--- config.mk ---
export PLATFORM = sky130hd
export DESIGN_NAME = tcpu_core
export DESIGN_NICKNAME = d
export VERILOG_FILES = /design/src/rtl/tcpu_pkg.sv /design/src/rtl/tcpu_ram.sv /design/src/rtl/tcpu_regfile.sv /design/src/rtl/tcpu_alu.sv /design/src/rtl/tcpu_core.sv
export SDC_FILE = /design/constraint.sdc
export NUM_CORES = 2
export LEC_CHECK = 0
export ABC_AREA = 1
export BUFFER_PORTS_ARGS = -buffer_cell sky130_fd_sc_hd__buf_2
export CORE_ASPECT_RATIO = 1.4
export CORE_MARGIN = 2
export CORE_UTILIZATION = 63
export CTS_CLUSTER_DIAMETER = 40
export CTS_CLUSTER_SIZE = 14
export DETAILED_ROUTE_END_ITERATION = 10
export PLACE_DENSITY_LB_ADDON = 0.25
export REMOVE_ABC_BUFFERS = 1
export SYNTH_ARGS = -nofsm -noshare
export SYNTH_HDL_FRONTEND = slang
export SYNTH_SLANG_ARGS = --single-unit
--- constraint.sdc ---
create_clock -name clk -period 18.15 [get_ports clk]
set_input_delay 1.815 -clock clk [delete_from_list [all_inputs] [get_ports clk]]
set_output_delay 1.815 -clock clk [all_outputs]
set_load 0.01 [all_outputs]
--- src/rtl/tcpu_pkg.sv ---
package tcpu_pkg;

    localparam int unsigned DW      = 8;
    localparam int unsigned AW      = 8;
    localparam int unsigned NREG    = 4;
    localparam int unsigned RSEL    = $clog2(NREG);
    localparam int unsigned MEM_DEP = 1 << AW;

    typedef enum logic [2:0] {
        OP_MOV = 3'd0,
        OP_ADD = 3'd1,
        OP_AND = 3'd2,
        OP_LD  = 3'd3,
        OP_ST  = 3'd4,
        OP_UNI = 3'd5,
        OP_IMM = 3'd6,
        OP_BLE = 3'd7
    } op_e;

    typedef enum logic [1:0] {
        ST_FETCH  = 2'd0,
        ST_DECODE = 2'd1,
        ST_IMM    = 2'd2,
        ST_WB     = 2'd3
    } st_e;

    typedef struct packed {
        logic             stop;
        op_e              op;
        logic [RSEL-1:0]  ra;
        logic [RSEL-1:0]  rb;
    } insn_t;

    localparam logic [1:0] SUB_INDIRECT = 2'd3;

    function automatic logic is_nonpos(input logic [DW-1:0] v);
        return v[DW-1] | (v == '0);
    endfunction

endpackage

--- src/rtl/tcpu_ram.sv ---
module tcpu_ram #(
    parameter int unsigned AW = 8,
    parameter int unsigned DW = 8
) (
    input  logic          clk,
    input  logic          we,
    input  logic [AW-1:0] addr,
    input  logic [DW-1:0] wdata,
    output logic [DW-1:0] rdata
);
    localparam int unsigned DEPTH = 1 << AW;

    logic [DW-1:0] mem [DEPTH];

    always_ff @(posedge clk) begin
        if (we) begin
            mem[addr] <= wdata;
        end
        rdata <= mem[addr];
    end

endmodule

--- src/rtl/tcpu_regfile.sv ---
module tcpu_regfile #(
    parameter int unsigned NREG = 4,
    parameter int unsigned DW   = 8,
    localparam int unsigned RSEL = $clog2(NREG)
) (
    input  logic               clk,
    input  logic               rst,
    input  logic               we,
    input  logic [RSEL-1:0]    wsel,
    input  logic [DW-1:0]      wdata,
    output logic [NREG*DW-1:0] rd_flat
);
    for (genvar g = 0; g < NREG; g++) begin : g_reg
        logic [DW-1:0] r_q;
        always_ff @(posedge clk) begin
            if (rst) begin
                r_q <= '0;
            end else if (we && (wsel == RSEL'(g))) begin
                r_q <= wdata;
            end
        end
        assign rd_flat[g*DW +: DW] = r_q;
    end

endmodule

--- src/rtl/tcpu_alu.sv ---
module tcpu_alu #(
    parameter int unsigned DW = 8
) (
    input  logic [1:0]    kind,
    input  logic [1:0]    usel,
    input  logic [DW-1:0] a,
    input  logic [DW-1:0] b,
    input  logic [DW-1:0] pc,
    output logic [DW-1:0] comb_res,
    output logic [DW-1:0] uni_res
);
    always_comb begin
        unique case (kind)
            2'd0:    comb_res = b;
            2'd1:    comb_res = a + b;
            2'd2:    comb_res = a & b;
            default: comb_res = b;
        endcase
    end

    always_comb begin
        unique case (usel)
            2'd0:    uni_res = ~a;
            2'd1:    uni_res = DW'(0) - a;
            2'd2:    uni_res = {{(DW-1){1'b0}}, (a == '0)};
            default: uni_res = pc;
        endcase
    end

endmodule

--- src/rtl/tcpu_core.sv ---
module tcpu_core
    import tcpu_pkg::*;
(
    input  logic        clk,
    input  logic        rst,
    input  logic        host_we,
    input  logic [7:0]  host_addr,
    input  logic [7:0]  host_wdata,
    output logic [7:0]  dbg_pc,
    output logic [31:0] dbg_regs,
    output logic        dbg_halted
);
    st_e            st_q, st_d;
    logic [AW-1:0]  pc_q, pc_d;
    insn_t          ir_q, ir_d;
    logic           halt_q, halt_d;

    logic [AW-1:0]  core_addr, ram_addr;
    logic           core_we, ram_we;
    logic [DW-1:0]  core_wd, ram_wd, ram_rdata;

    logic           rf_we;
    logic [DW-1:0]  rf_wd;
    logic [NREG*DW-1:0] rf_flat;
    logic [DW-1:0]  regs [NREG];

    insn_t          cur;
    logic [DW-1:0]  ra_val, rb_val;
    logic [1:0]     alu_kind;
    logic [DW-1:0]  alu_b, comb_res, uni_res;

    // Host owns the memory port for the whole reset period.
    assign ram_we   = rst ? host_we    : core_we;
    assign ram_addr = rst ? host_addr  : core_addr;
    assign ram_wd   = rst ? host_wdata : core_wd;

    tcpu_ram #(.AW(AW), .DW(DW)) u_ram (
        .clk   (clk),
        .we    (ram_we),
        .addr  (ram_addr),
        .wdata (ram_wd),
        .rdata (ram_rdata)
    );

    tcpu_regfile #(.NREG(NREG), .DW(DW)) u_rf (
        .clk     (clk),
        .rst     (rst),
        .we      (rf_we),
        .wsel    (cur.ra),
        .wdata   (rf_wd),
        .rd_flat (rf_flat)
    );

    for (genvar g = 0; g < NREG; g++) begin : g_view
        assign regs[g] = rf_flat[g*DW +: DW];
    end

    // In decode the fresh read data is the instruction; later states use the latched copy.
    assign cur    = (st_q == ST_DECODE) ? insn_t'(ram_rdata) : ir_q;
    assign ra_val = regs[cur.ra];
    assign rb_val = regs[cur.rb];

    assign alu_kind = (st_q == ST_IMM) ? cur.rb    : 2'(cur.op);
    assign alu_b    = (st_q == ST_IMM) ? ram_rdata : rb_val;

    tcpu_alu #(.DW(DW)) u_alu (
        .kind     (alu_kind),
        .usel     (cur.rb),
        .a        (ra_val),
        .b        (alu_b),
        .pc       (pc_q),
        .comb_res (comb_res),
        .uni_res  (uni_res)
    );

    always_comb begin
        st_d      = st_q;
        pc_d      = pc_q;
        ir_d      = ir_q;
        halt_d    = halt_q;
        core_addr = pc_q;
        core_we   = 1'b0;
        core_wd   = ra_val;
        rf_we     = 1'b0;
        rf_wd     = comb_res;

        unique case (st_q)
            ST_FETCH: begin
                core_addr = pc_q;
                st_d      = ST_DECODE;
            end

            ST_DECODE: begin
                ir_d   = cur;
                halt_d = cur.stop;
                st_d   = ST_FETCH;
                if (!cur.stop) begin
                    unique case (cur.op)
                        OP_MOV, OP_ADD, OP_AND: begin
                            rf_we = 1'b1;
                            rf_wd = comb_res;
                            pc_d  = pc_q + AW'(1);
                        end
                        OP_LD: begin
                            core_addr = rb_val;
                            st_d      = ST_WB;
                        end
                        OP_ST: begin
                            core_addr = rb_val;
                            core_we   = 1'b1;
                            pc_d      = pc_q + AW'(1);
                        end
                        OP_UNI: begin
                            rf_we = 1'b1;
                            rf_wd = uni_res;
                            pc_d  = pc_q + AW'(1);
                        end
                        OP_IMM: begin
                            core_addr = pc_q + AW'(1);
                            st_d      = ST_IMM;
                        end
                        default: begin
                            pc_d = is_nonpos(ra_val) ? rb_val : pc_q + AW'(1);
                        end
                    endcase
                end
            end

            ST_IMM: begin
                if (cur.rb == SUB_INDIRECT) begin
                    core_addr = ram_rdata;
                    st_d      = ST_WB;
                end else begin
                    rf_we = 1'b1;
                    rf_wd = comb_res;
                    pc_d  = pc_q + AW'(2);
                    st_d  = ST_FETCH;
                end
            end

            default: begin
                rf_we = 1'b1;
                rf_wd = ram_rdata;
                pc_d  = (cur.op == OP_IMM) ? pc_q + AW'(2) : pc_q + AW'(1);
                st_d  = ST_FETCH;
            end
        endcase
    end

    always_ff @(posedge clk) begin
        if (rst) begin
            st_q   <= ST_FETCH;
            pc_q   <= '0;
            ir_q   <= '0;
            halt_q <= 1'b0;
        end else begin
            st_q   <= st_d;
            pc_q   <= pc_d;
            ir_q   <= ir_d;
            halt_q <= halt_d;
        end
    end

    assign dbg_pc     = pc_q;
    assign dbg_regs   = rf_flat;
    assign dbg_halted = halt_q;

endmodule

-- Yosys cells after proc, flatten, opt, wreduce, memory -nomap -nowiden
Memory sizes are Yosys's and may differ from the RTL's. A register that Yosys moved wholly into a read port is not among the register bits.
Index checks and enable logic that the tools add are counted.
- add/sub/neg operators: 4
- multipliers: 0
- div/mod/pow operators: 0
- $lt $le $gt $ge: 2
- eq/ne operators: 19
- shifts and indexed selects: 0
- muxes and demuxes: 40
- bitwise gates (word level): 6
- reduce and logical (&&, ||, !) cells: 15
- operators with widths (kind ; count):
    $mux W8 ; 16
    $pmux W8 S2 ; 5
    $pmux W8 S3 ; 2
    $bmux W8 S2 ; 2
    $eq A2 B2 Y1 const B ; 6
    $eq A3 B3 Y1 const B ; 3
    $mux W1 ; 9
    $add A8 B1 Y8 const B ; 1
    $add A8 B2 Y8 const B ; 1
    $add A8 B8 Y8 ; 1
    $and A8 B8 Y8 ; 1
    $eq A2 B1 Y1 const B ; 4
    $logic_not A8 Y1 ; 1
    $not A8 Y8 ; 1
    $sub A1 B8 Y8 const A ; 1
    $eq A3 B2 Y1 const B ; 2
    $ge A3 B3 Y1 const B ; 2
    $logic_not A2 Y1 ; 3
    $mux W2 ; 3
    $ne A2 B2 Y1 const B ; 3
    $not A2 Y3 ; 2
    $pmux W2 S3 ; 1
    $reduce_or A2 Y1 ; 3
    $reduce_or A5 Y1 ; 1
    other kinds (9) ; 12
- register bits after elaboration: 50
- bits in latches: 0
- memory bits (writable): 2048
- bits in read-only memories: 0
- output and inout port bits: 41
- logic and storage cells: 97
- memories kept: 1
- memories (name ; words ; bits a word ; rd ports ; clocked after memory_dff ; wr ports ; RTL line ; text):
    u_ram.mem ; 256 ; 8 ; 1 ; 1 ; 1 ; tcpu_ram.sv:13 ; logic [DW-1:0] mem [DEPTH];

-- Logic depth before layout (Yosys ltp)
- word-level depth: 12
- depth in mapped cells: 33
- depth with buffers taken out: 29

-- Cells and area by module
From an unflattened synthesis, not the netlist that was laid out.
- cell total of the unflattened synthesis: 8908
- area total of the unflattened synthesis: 89863.7 µm²
- modules (own cells, without submodules) (module ; instances ; cells each ; area an instance (µm²) ; sequential area each (µm²)):
    tcpu_ram ; 1 ; 8021 ; 84856.4 ; 61659.1
    tcpu_core ; 1 ; 529 ; 2790.2 ; 360.3
    tcpu_regfile ; 1 ; 208 ; 1426.4 ; 640.6
    tcpu_alu ; 1 ; 150 ; 790.8 ; 0.0

-- Worst setup path before layout
OpenSTA, ideal clock, no wires.
- path kind: input -> register
- start point: in rst
- end point: mem u_ram.mem[0][3] (data pin)
- library setup time: 2.189 ns
- arrival time: 12.312 ns
- required time: 15.961 ns
- setup slack: 3.649 ns
- cell stages on the path: 4
- path through: clkbuf_1 clkbuf_1 clkbuf_1 o21ai_0
- word-level cells in the longest chain between the ends: 1
- ends and longest elaborated chain (element ; RTL line ; text):
    from (decl) ; tcpu_core.sv:5 ; input logic rst,
    $mux W8 ; tcpu_core.sv:35 ; assign ram_wd = rst ? host_wdata : core_wd;
    via ram_wd[3] ; tcpu_core.sv:20 ; logic [DW-1:0] core_wd, ram_wd, ram_rdata;
    to (decl) ; tcpu_ram.sv:13 ;
The timed path passes the listed nets, and every way through them passes these cells.

-- Final worst setup path
- start point: reg st_q[1]
- end point: reg u_ram.rdata[0] (read register of u_ram.mem)
- word-level cells in the longest chain between the ends: 10
- elaborated cells between the ends (all ways): 17
- ends and longest elaborated chain (element ; RTL line ; text):
    from (decl) ; tcpu_core.sv:13 ; st_e st_q, st_d;
    from (signal assigned) ; tcpu_core.sv:157 ; st_q <= st_d;
    $eq A2 B1 Y1 ; tcpu_core.sv:59, tcpu_core.sv:87 ;
    $mux W8 ; tcpu_core.sv:59 ; assign cur = (st_q == ST_DECODE) ? insn_t'(ram_rdata) : ir_q;
    $not A2 Y3 (implied by the code) ; tcpu_core.sv:61 ; assign rb_val = regs[cur.rb];
    $bmux W8 S2 ; tcpu_core.sv:61 ;
    $mux W8 (implied by the code) (2 in a row) ; tcpu_core.sv:61 ;
    $pmux W8 S2 ; tcpu_core.sv:98 ; unique case (cur.op)
    $mux W8 ; tcpu_core.sv:97 ; if (!cur.stop) begin
    $pmux W8 S2 * ; tcpu_core.sv:87 ; unique case (st_q)
    $mux W8 * ; tcpu_core.sv:34 ; assign ram_addr = rst ? host_addr : core_addr;
    to (decl) ; tcpu_ram.sv:9 ; output logic [DW-1:0] rdata
Mark *: on every way between the ends. The rest lies on a longest branch, timed or not. The select of a mux whose other input is x is not followed.
A chain may end at the register's enable or synchronous reset.

==> impl_results.md <==
- Die Span Y: 454 µm
- Core Region: 144000 µm²
- Placed Cells: 10782
- Worst r2r dst: u_ram.rdata[0]$_DFF_P_
- HP Class: reg2reg
- Max clock buf depth: 3
- Post-route DRC: 0
- Status: completed
- Fin. Hold Viols: 0
- # port buffers: 59
- Setup crit start kind: flop
- RSZ-0062 raised after global routing: false
- Critical Path AT: 8.76 ns
- Gpl congestion: 0.954
- Hold buffers post-CTS: 0
- Max_cap viols: 0
- Worst Hold Depth: 2
- Die ar.: 148000 µm²
- Synth Register Bits: 2106
- Final min period: 7.99 ns
- Setup violations, final: 0
- Syn Area/Cell: 9.95 µm²
- Clk root buf: clkbuf_16
- Sequential fraction of the synthesis area: 68.6%
- GR Overflow Total: 0
- Syn Inst Count: 9181
- Synthesis warning total: 0
- CTS tree: done
- P_leak: 40.3 nW
- Layout Cells excl Fill: 11083
- Crit-path slowest cell: buf_4
- Number of flops mapped to enable cells by yosys: 2048
- Final Max Slew Viols: 0
- FF-to-FF Start: st_q[1]$_SDFF_PP0_
- CTS Buf Count: 192
- DR pass1 iterations: 8
- Worst Skew: 0.0441 ns
- Req. time, crit path: 18.91 ns
- # nets final: 9093
- Rows: 165
- Peak per-stage delay on the critical path: 0.71 ns
- Peak VDD IR: 159 µV
- H-tree levels: 4
- Hold Startpoint: u_rf.g_reg[3].r_q[4]$_SDFFE_PP0P_
- Width of the die: 326 µm
- Routed len/inst: 23.2 µm
- Slew @ Worst Pin: 1.32 ns
- Vias: 65205
- Vias in the first global route: 63156
- CTS Sinks: 2106
- # fillers: 10559
- Global router's overall resource usage: 34.6%
- Mapped Area: 91300 µm²
- Hold EP: u_rf.g_reg[3].r_q[4]$_SDFFE_PP0P_
- Register-to-Register Path Depth: 30
- Share of cells above drive strength 1: 5.68%
- Async S/R FF share, synth: 0%
- Cell repeated most along the worst path: nand2_1
- Maximum clock frequency: 125 MHz
- Top_reg_cell synth: edfxtp_1
- Reg2Reg Setup Slack: 10.16 ns
- Initial Util: 63.4%
- Critical path fanouts, max: 201
- Global-route wire length before repair: 383000 µm
- Postcts setup bufs: 0
- PwrDens: 115 nW/µm²
- Area Overhead vs Synth: 7.89%
- CP Class: reg2reg
- Initial antenna violation count: 7
- ANT nets after route: 0
- Vias/cell: 5.88
- DP Wirelength: 148000 µm
- Worst skew pair latency: 0.88 ns
- Clock transition at the registers of the reported paths: 0.06 ns
- Initial DRC count: 8184
- Final core occ: 68.4%
- Crit. End Element: flop
- I/O pin count: 60
- Netlist cell types: 47
- Tcrit/Tclk final: 44.0%
- CTS resizes: 0
- Routed Wire Length: 257000 µm
- Pin count of the biggest net entering global routing: 202
- Worst slew margin: 12.0%
-- kinds of logic (layout without fill, tap and decap cells) --
group / count (synthesis) / in the layout / synth area share, %
AND/OR/NAND/NOR: 6064 / 6064 / 25.6
flip-flops: 2106 / 2106 / 68.6
buffers and inverters: 620 / 601 / 3.33
AO/OA/AOI/OAI: 368 / 368 / 2.20
adder cells (fa/ha/maj): 16 / 16 / 0.219
XOR/XNOR: 7 / 7 / 0.0671
other: 0 / 1 / 0
-- per-layer routing --
| layer | up-vias | share of wire, % | global-route usage [%] | wire length [µm] |
|---|---|---|---|---|
| met1 | 30736 | 35 | 42.8 | 89800 |
| met5 | - | 0.025 | 0 | 65 |
| met3 | 793 | 10 | 6.23 | 26600 |
| li1 | 29761 | - | - | - |
| met4 | 10 | 6.7 | 21.1 | 17200 |
| met2 | 3905 | 48 | 57.2 | 123000 |
-- worst max-delay path, delay by kind of cell, from the launching register on --
kind | cells | cell delay [ns]
AO/OA/AOI/OAI | 2 | 0.41
AND/OR/NAND/NOR | 19 | 3.41
flip-flops | 1 | 0.33
buffers and inverters | 8 | 2.96
adder cells (fa/ha/maj) | 1 | 0.14
-- placed cells by master (no fill, tap or decap), types with 5 or more instances in the layout --
cell type and count:
bufinv_16 12, clkinv_2 21, o211ai_1 10, o21ai_4 10, buf_2 60, buf_12 6, nand3_2 12, nand3_1 286
o21ai_0 117, clkbuf_1 24, a21oi_1 115, ha_1 16, clkinv_1 20, nor2_4 8, inv_2 10, nor3_1 19
xor2_1 7, o22ai_1 12, nor2_1 447, dfxtp_1 58, clkinv_4 8, nand2_1 5245, o21ai_1 73, nor2_2 6
nand4_1 9, nand2_2 20, edfxtp_1 2048, clkbuf_16 196, buf_4 106, inv_1 109, clkinv_8 5, inv_6 10
-- per-stage QoR --
stage	hold WS, ns	total power [mW]	setup TNS, ns	cell area (µm²)	setup slack [ns]
5_1_grt	0.584	11.7	0	98500	9.95
6_report	0.562	11.4	0	98500	10.16
2_1_floorplan	0.508	7.12	-473.10	88800	-0.989
4_1_cts	0.563	11.3	0	98500	10.47
3_3_place_gp	0.549	7.51	0	92600	10.40
3_5_place_dp	0.555	7.53	0	92600	10.37
-- sequential cells by signal (all words and copies together) (netlist names) --
register,count
u_ram.mem,2048
u_rf.g.r_q,32
dbg_pc,8
u_ram.rdata,8
ir_q,7
st_q,2
dbg_halted,1
-- where the power goes --
part | switching, mW | leakage [nW] | internal [mW] | total [mW]
logic | 1.46 | 18.4 | 0.383 | 1.84
clock network | 1.75 | 2.87 | 2.15 | 3.90
registers | 0.0325 | 19.1 | 5.60 | 5.63
-- final cells by class --
cell class	instances	area [µm²]	area share, %
repair buffers	173	1220	1.24
multi-input cells	6455	25900	26.2
flip-flops and latches	2106	62700	63.6
clock inverters	75	825	0.837
inverters	130	512	0.519
clock buffers	223	5040	5.11
well taps	1920	2400	2.44
diodes	1	2.50	0.00254
-- Yosys cell counts, types with 4 or more instances --
master | instances | area share (%)
nor2_2 | 8 | 0.055
clkbuf_1 | 97 | 0.40
buf_6 | 22 | 0.27
edfxtp_1 | 2048 | 67
inv_2 | 11 | 0.045
buf_4 | 36 | 0.30
nand2_1 | 5245 | 22
nor3_1 | 20 | 0.11
buf_2 | 324 | 1.8
nor2_1 | 449 | 1.8
nand4_1 | 9 | 0.062
o211ai_1 | 10 | 0.082
a21oi_1 | 115 | 0.63
o22ai_1 | 12 | 0.082
o221ai_1 | 4 | 0.038
nor2_4 | 4 | 0.049
ha_1 | 16 | 0.22
buf_1 | 11 | 0.045
nand3_1 | 296 | 1.6
o21ai_1 | 73 | 0.40
o21ai_0 | 125 | 0.69
inv_1 | 109 | 0.45
o2111ai_1 | 4 | 0.038
nand2_2 | 21 | 0.14
or2_2 | 4 | 0.027
clkinv_1 | 8 | 0.033
xor2_1 | 7 | 0.067
dfxtp_1 | 58 | 1.3
-- how the worst max path moves through the flow --
| stage | from | to | slack [ns] |
|---|---|---|---|
| after global placement | rst | u_ram.mem[112][2]$_DFFE_PP_ | 10.40 |
| after CTS | st_q[1]$_SDFF_PP0_ | u_ram.mem[224][6]$_DFFE_PP_ | 10.47 |
| after detailed placement | rst | u_ram.mem[16][4]$_DFFE_PP_ | 10.37 |
| after floorplan | st_q[1]$_SDFF_PP0_ | u_ram.mem[102][0]$_DFFE_PP_ | -0.99 |
| final | st_q[1]$_SDFF_PP0_ | u_ram.rdata[0]$_DFF_P_ | 10.16 |
| after global routing | st_q[1]$_SDFF_PP0_ | u_ram.rdata[5]$_DFF_P_ | 9.95 |
Note: power is estimated with default switching activity, not from simulation.
